===== src/rtl/nandStrobePkg.sv =====
package nandStrobePkg;

  typedef enum logic [1:0] {
    KIND_CMD   = 2'd0,
    KIND_ADDR  = 2'd1,
    KIND_WDATA = 2'd2,
    KIND_RDATA = 2'd3
  } cycKind_t;

  typedef enum logic [2:0] {
    PH_IDLE,
    PH_SETUP,
    PH_PULSE,
    PH_HOLD,
    PH_WAIT
  } phase_t;

  // Strobe bundle from the sequencer to the pin datapath
  typedef struct packed {
    logic loadData;
    logic drive;
    logic weLow;
    logic reLow;
    logic capture;
    logic cleOn;
    logic aleOn;
  } strobe_t;

endpackage


===== src/rtl/nandStrobeCtl.sv =====
module nandStrobeCtl
  import nandStrobePkg::*;
#(
  parameter int FIELD_W = 4
) (
  input  logic                 clk,
  input  logic                 rstN,
  input  logic                 reqValid,
  input  logic [1:0]           reqKind,
  input  logic [8*FIELD_W-1:0] timingWord,
  output logic                 reqAccept,
  output logic                 busy,
  output logic                 done,
  output strobe_t              strb
);

  localparam int HALF_W = 4 * FIELD_W;
  localparam int CNT_W  = FIELD_W + 1;

  // Fields inside one half of the timing word
  localparam int SETUP_LSB = 0;
  localparam int HOLD_LSB  = FIELD_W;
  localparam int PULSE_LSB = 2 * FIELD_W;
  localparam int WAIT_LSB  = 3 * FIELD_W;

  phase_t             phaseQ, phaseD;
  cycKind_t           kindQ;
  logic [CNT_W-1:0]   cntQ, cntD;
  logic [FIELD_W-1:0] pulseQ, holdQ, waitQ;
  logic               doneQ, goIdle;

  logic [HALF_W-1:0]  halfSel;
  logic               cntZero;
  logic               isRead;
  logic               active;

  assign busy      = (phaseQ != PH_IDLE);
  assign reqAccept = reqValid && !busy;
  assign done      = doneQ;
  assign cntZero   = (cntQ == '0);
  assign isRead    = (kindQ == KIND_RDATA);

  assign halfSel = (cycKind_t'(reqKind) == KIND_RDATA) ? timingWord[HALF_W-1:0]
                                                       : timingWord[2*HALF_W-1:HALF_W];

  always_comb begin
    phaseD = phaseQ;
    cntD   = cntQ;
    goIdle = 1'b0;
    unique case (phaseQ)
      PH_IDLE: begin
        if (reqAccept) begin
          phaseD = PH_SETUP;
          cntD   = CNT_W'(halfSel[SETUP_LSB +: FIELD_W]);
        end
      end
      PH_SETUP: begin
        if (cntZero) begin
          phaseD = PH_PULSE;
          cntD   = CNT_W'(pulseQ);
        end else begin
          cntD = cntQ - CNT_W'(1);
        end
      end
      PH_PULSE: begin
        if (cntZero) begin
          phaseD = PH_HOLD;
          cntD   = CNT_W'(holdQ);
        end else begin
          cntD = cntQ - CNT_W'(1);
        end
      end
      PH_HOLD: begin
        if (cntZero) begin
          if (waitQ != '0) begin
            phaseD = PH_WAIT;
            cntD   = {waitQ, 1'b0} - CNT_W'(1);
          end else begin
            phaseD = PH_IDLE;
            goIdle = 1'b1;
          end
        end else begin
          cntD = cntQ - CNT_W'(1);
        end
      end
      PH_WAIT: begin
        if (cntZero) begin
          phaseD = PH_IDLE;
          goIdle = 1'b1;
        end else begin
          cntD = cntQ - CNT_W'(1);
        end
      end
      default: phaseD = PH_IDLE;
    endcase
  end

  always_ff @(posedge clk) begin
    if (!rstN) begin
      phaseQ <= PH_IDLE;
      cntQ   <= '0;
      kindQ  <= KIND_CMD;
      pulseQ <= '0;
      holdQ  <= '0;
      waitQ  <= '0;
      doneQ  <= 1'b0;
    end else begin
      phaseQ <= phaseD;
      cntQ   <= cntD;
      doneQ  <= goIdle;
      if (reqAccept) begin
        kindQ  <= cycKind_t'(reqKind);
        pulseQ <= halfSel[PULSE_LSB +: FIELD_W];
        holdQ  <= halfSel[HOLD_LSB  +: FIELD_W];
        waitQ  <= halfSel[WAIT_LSB  +: FIELD_W];
      end
    end
  end

  assign active = (phaseQ == PH_SETUP) || (phaseQ == PH_PULSE) || (phaseQ == PH_HOLD);

  always_comb begin
    strb.loadData = reqAccept;
    strb.drive    = active && !isRead;
    strb.weLow    = (phaseQ == PH_PULSE) && !isRead;
    strb.reLow    = (phaseQ == PH_PULSE) && isRead;
    strb.capture  = (phaseQ == PH_PULSE) && isRead && cntZero;
    strb.cleOn    = active && (kindQ == KIND_CMD);
    strb.aleOn    = active && (kindQ == KIND_ADDR);
  end

endmodule


===== src/rtl/nandStrobeDp.sv =====
module nandStrobeDp
  import nandStrobePkg::*;
#(
  parameter int DATA_W = 8
) (
  input  logic              clk,
  input  logic              rstN,
  input  strobe_t           strb,
  input  logic [DATA_W-1:0] reqData,
  input  logic [DATA_W-1:0] nandDqIn,
  output logic [DATA_W-1:0] rdData,
  output logic              nandCle,
  output logic              nandAle,
  output logic              nandWeN,
  output logic              nandReN,
  output logic [DATA_W-1:0] nandDq,
  output logic              nandDqOe
);

  logic [DATA_W-1:0] outByteQ;
  logic [DATA_W-1:0] inByteQ;

  always_ff @(posedge clk) begin
    if (!rstN) begin
      outByteQ <= '0;
      inByteQ  <= '0;
    end else begin
      if (strb.loadData) outByteQ <= reqData;
      if (strb.capture)  inByteQ  <= nandDqIn;
    end
  end

  assign rdData   = inByteQ;
  assign nandDq   = outByteQ;
  assign nandDqOe = strb.drive;
  assign nandWeN  = !strb.weLow;
  assign nandReN  = !strb.reLow;
  assign nandCle  = strb.cleOn;
  assign nandAle  = strb.aleOn;

endmodule


===== src/rtl/nandStrobeGen.sv =====
module nandStrobeGen
  import nandStrobePkg::*;
#(
  parameter int FIELD_W = 4,
  parameter int DATA_W  = 8
) (
  input  logic                 clk,
  input  logic                 rstN,
  input  logic                 reqValid,
  input  logic [1:0]           reqKind,
  input  logic [DATA_W-1:0]    reqData,
  input  logic [8*FIELD_W-1:0] timingWord,
  output logic                 reqAccept,
  output logic                 busy,
  output logic                 done,
  output logic [DATA_W-1:0]    rdData,
  input  logic [DATA_W-1:0]    nandDqIn,
  output logic                 nandCle,
  output logic                 nandAle,
  output logic                 nandWeN,
  output logic                 nandReN,
  output logic [DATA_W-1:0]    nandDq,
  output logic                 nandDqOe
);

  strobe_t strb;

  nandStrobeCtl #(.FIELD_W(FIELD_W)) u_ctl (
    .clk        (clk),
    .rstN       (rstN),
    .reqValid   (reqValid),
    .reqKind    (reqKind),
    .timingWord (timingWord),
    .reqAccept  (reqAccept),
    .busy       (busy),
    .done       (done),
    .strb       (strb)
  );

  nandStrobeDp #(.DATA_W(DATA_W)) u_dp (
    .clk      (clk),
    .rstN     (rstN),
    .strb     (strb),
    .reqData  (reqData),
    .nandDqIn (nandDqIn),
    .rdData   (rdData),
    .nandCle  (nandCle),
    .nandAle  (nandAle),
    .nandWeN  (nandWeN),
    .nandReN  (nandReN),
    .nandDq   (nandDq),
    .nandDqOe (nandDqOe)
  );

endmodule


===== config.mk =====
export PLATFORM = sky130hd
export DESIGN_NAME = nandStrobeGen
export DESIGN_NICKNAME = d
export VERILOG_FILES = /design/src/rtl/nandStrobePkg.sv /design/src/rtl/nandStrobeCtl.sv /design/src/rtl/nandStrobeDp.sv /design/src/rtl/nandStrobeGen.sv
export SDC_FILE = /design/constraint.sdc
export NUM_CORES = 1
export LEC_CHECK = 0
export BUFFER_PORTS_ARGS = -buffer_cell sky130_fd_sc_hd__buf_4
export CORE_ASPECT_RATIO = 1.2
export CORE_MARGIN = 2
export CORE_UTILIZATION = 45
export DETAILED_ROUTE_END_ITERATION = 7
export GPL_ROUTABILITY_DRIVEN = 0
export PLACE_DENSITY = 0.74
export SLEW_MARGIN = 20
export SYNTH_ARGS = -nofsm -noshare
export SYNTH_HDL_FRONTEND = slang
export SYNTH_SLANG_ARGS = --single-unit

===== constraint.sdc =====
create_clock -name clk -period 3.1 [get_ports clk]
set_clock_uncertainty 0.1 [all_clocks]
set_input_delay 0.93 -clock clk [delete_from_list [all_inputs] [get_ports clk]]
set_output_delay 0.93 -clock clk [all_outputs]
set_load 0.05 [all_outputs]

==> results_dict.tcl <==
set metrics [dict create \
    start_util_pct 45.8 \
    clock_latency_ps 290 \
    final_common_cell "buf_4" \
    post-dp-hpwl_microns 3870 \
    r2r_start "u_ctl.cntQ[0]$_SDFFE_PN0P_" \
    cts-buffers-inserted 5 \
    clkTransAtPathRegs_ps 70 \
    nets 375 \
    path_cells "nor3b_1, nand3_1, buf_4" \
    grt_overflow 0 \
    ys_warn_count 0 \
    synth_flop_cell "dfxtp_1" \
    cts_setup_buffers 0 \
    cpPeakStageDelay_ps 620 \
    maxCapViolCount 0 \
    ioPinCount 77 \
    syn-cell-area_sq_um 2070 \
    drt_iter0_drc 74 \
    synthArstFlopShare_pct 0 \
    period_needed_ps 2750 \
    period_share_pct 88.6 \
    avgViaCountPerCell 5.36 \
    vias 2027 \
    cts_hold_buf 0 \
    fill_cells 427 \
    met2WireLength_microns 2550 \
    ys_seq_area_share_pct 37.7 \
    yosysUniqueCellTypes 34 \
    root_buffer "clkbuf_8" \
    dpl.cell_count 371 \
    portBuffers 76 \
    worstPathMaxFanout 14 \
    htree_levels 2 \
    cp_slowest_cell "dfxtp_1" \
    drtPass1Iterations 4 \
    status "completed" \
    dieWidth_microns 65.9 \
    end_kind "output pin" \
    cp.arrival_ps 1720 \
    slew_viol_final 0 \
    final_util_pct 60.6 \
    vdd_drop_max_uv 396 \
    diodes 0 \
    drcViolationCount 0 \
    p_per_area_nw_per_um2 699 \
    dr_wl_met3_microns 338 \
    rsz0062_at_grt "false" \
    synthCells 252 \
    floorplan.rows 27 \
    final-hold-violation-count 0 \
    fin_setup_tns_ps 0 \
    relSlewSlack_pct 63.9 \
    cts_resized 0 \
    wl_met1_microns 2210 \
    grt_pass1_vias 1840 \
    syn_area_per_cell_sq_um 8.22 \
    p_leak_uw 0.00125 \
    drive_above_1_share_pct 29.1 \
    synth_nets 307 \
    routed.top_layer "met4" \
    crit_path_start "u_ctl.phaseQ[1]$_SDFFE_PN0P_" \
    final-setup-viol-count 0 \
    grt_pass1_wl_microns 8700 \
    synth_edf_count 0 \
    layoutNonFillerInstCount 378 \
    route.detailed.wl_per_inst_microns 13.7 \
    cts_tree "yes" \
    drt-total-wl_microns 5180 \
    antenna_found_initial 0 \
    startpoint_type "register" \
    die-area_sq_um 5170 \
    core-area_sq_um 4530 \
    worstMarginPinSlew_ps 540 \
    max_freq_mhz 364 \
    grt_use_total_pct 21.6 \
    worstPathRequired_ps 2070 \
    synthToLayoutAreaGrowth_pct 32.4 \
    die_h_microns 78.3 \
    grt_max_degree 39 \
    clk_path_buf_depth 2 \
    drtAntennaViolNets 0 \
    final_cell_mix "79 x buf_4, 48 x nand2_1, 39 x dfxtp_1" \
    hp-class "register to register" \
    path_class "register to output pin" \
    postPlaceCellArea_sq_um 2640 \
    synth_seq_cells 39 \
    clock_sinks 39 \
    hold_path_startpoint "u_dp.nandDq[2]$_SDFFE_PN0P_" \
    final_area_sq_um 2740 \
]
## registers in the layout (all words and copies together) (netlist names)
signal,cells
u_ctl.pulseQ,4
u_ctl.phaseQ,3
u_ctl.kindQ,2
u_ctl.cntQ,5
u_dp.nandDq,8
u_dp.rdData,8
u_ctl.holdQ,4
u_ctl.done,1
u_ctl.waitQ,4
## synth_stat cells, types with 5 or more instances
library cell	count	share of area, %
a21boi_0	12	4.3
a21oi_1	9	2.2
clkbuf_1	12	2.2
dfxtp_1	39	38
inv_1	7	1.3
mux2i_1	12	5.8
nand2_1	48	8.7
nand3_1	26	6.3
nor2_1	7	1.3
nor2b_1	9	2.7
nor3b_1	5	1.8
o211a_1	12	5.8
o21ai_0	16	3.9
## worst max-delay path: cells and delay by family (launching register included)
family | cells | cell delay [ps]
flops | 1 | 620
buf+inv | 1 | 230
simple gates | 2 | 570
## path summary, 6_finish.rpt
| check | slack (ps) | to | cells past startpoint |
|---|---|---|---|
| max | 350 | nandReN | 3 |
| min | 370 | u_dp.nandDq[2]$_SDFFE_PN0P_ | 2 |
| max reg2reg | 960 | u_ctl.cntQ[0]$_SDFFE_PN0P_ | 7 |
| min reg2reg | 370 | u_dp.nandDq[2]$_SDFFE_PN0P_ | 2 |
## stage by stage
| stage | power, uW | hold slack [ps] | setup slack (ps) |
|---|---|---|---|
| after detailed placement | 1510 | 360 | 629 |
| after global routing | 2040 | 398 | 203 |
| after global placement | 1500 | 351 | 620 |
| after CTS | 1930 | 371 | 358 |
| final | 1920 | 367 | 355 |
| after floorplan | 1310 | 367 | 270 |
## cell type report
cell class | instances | area, sq um | area share (%)
inverters | 8 | 30.0 | 1.09
clock inverters | 2 | 37.5 | 1.37
clock buffers | 5 | 68.8 | 2.51
well taps | 58 | 72.6 | 2.64
flip-flops and latches | 39 | 781 | 28.5
repair buffers | 79 | 593 | 21.6
multi-input cells | 187 | 1160 | 42.3
## logic make-up after synthesis
group | count (synthesis) | share of synthesized area, %
adder cells (fa/ha/maj) | 2 | 1.21
buffers and inverters | 26 | 6.88
XOR/XNOR | 5 | 2.11
AND/OR/NAND/NOR | 108 | 25.3
flip-flops | 39 | 37.7
multiplexers | 12 | 5.80
AO/OA/AOI/OAI | 60 | 21.0
## per-layer routing
metal  up-vias  GRT usage (%)
met4         0           6.53
met5         -              0
met2        73           35.6
li1       1010              -
met1       936           27.8
met3         8           5.16
## report_power, final
part / total [uW] / internal [uW] / switching (uW)
Sequential: 682 / 582 / 99.9
Combinational: 825 / 321 / 504
Clock: 411 / 235 / 175
(Power assumes the default switching activity.)
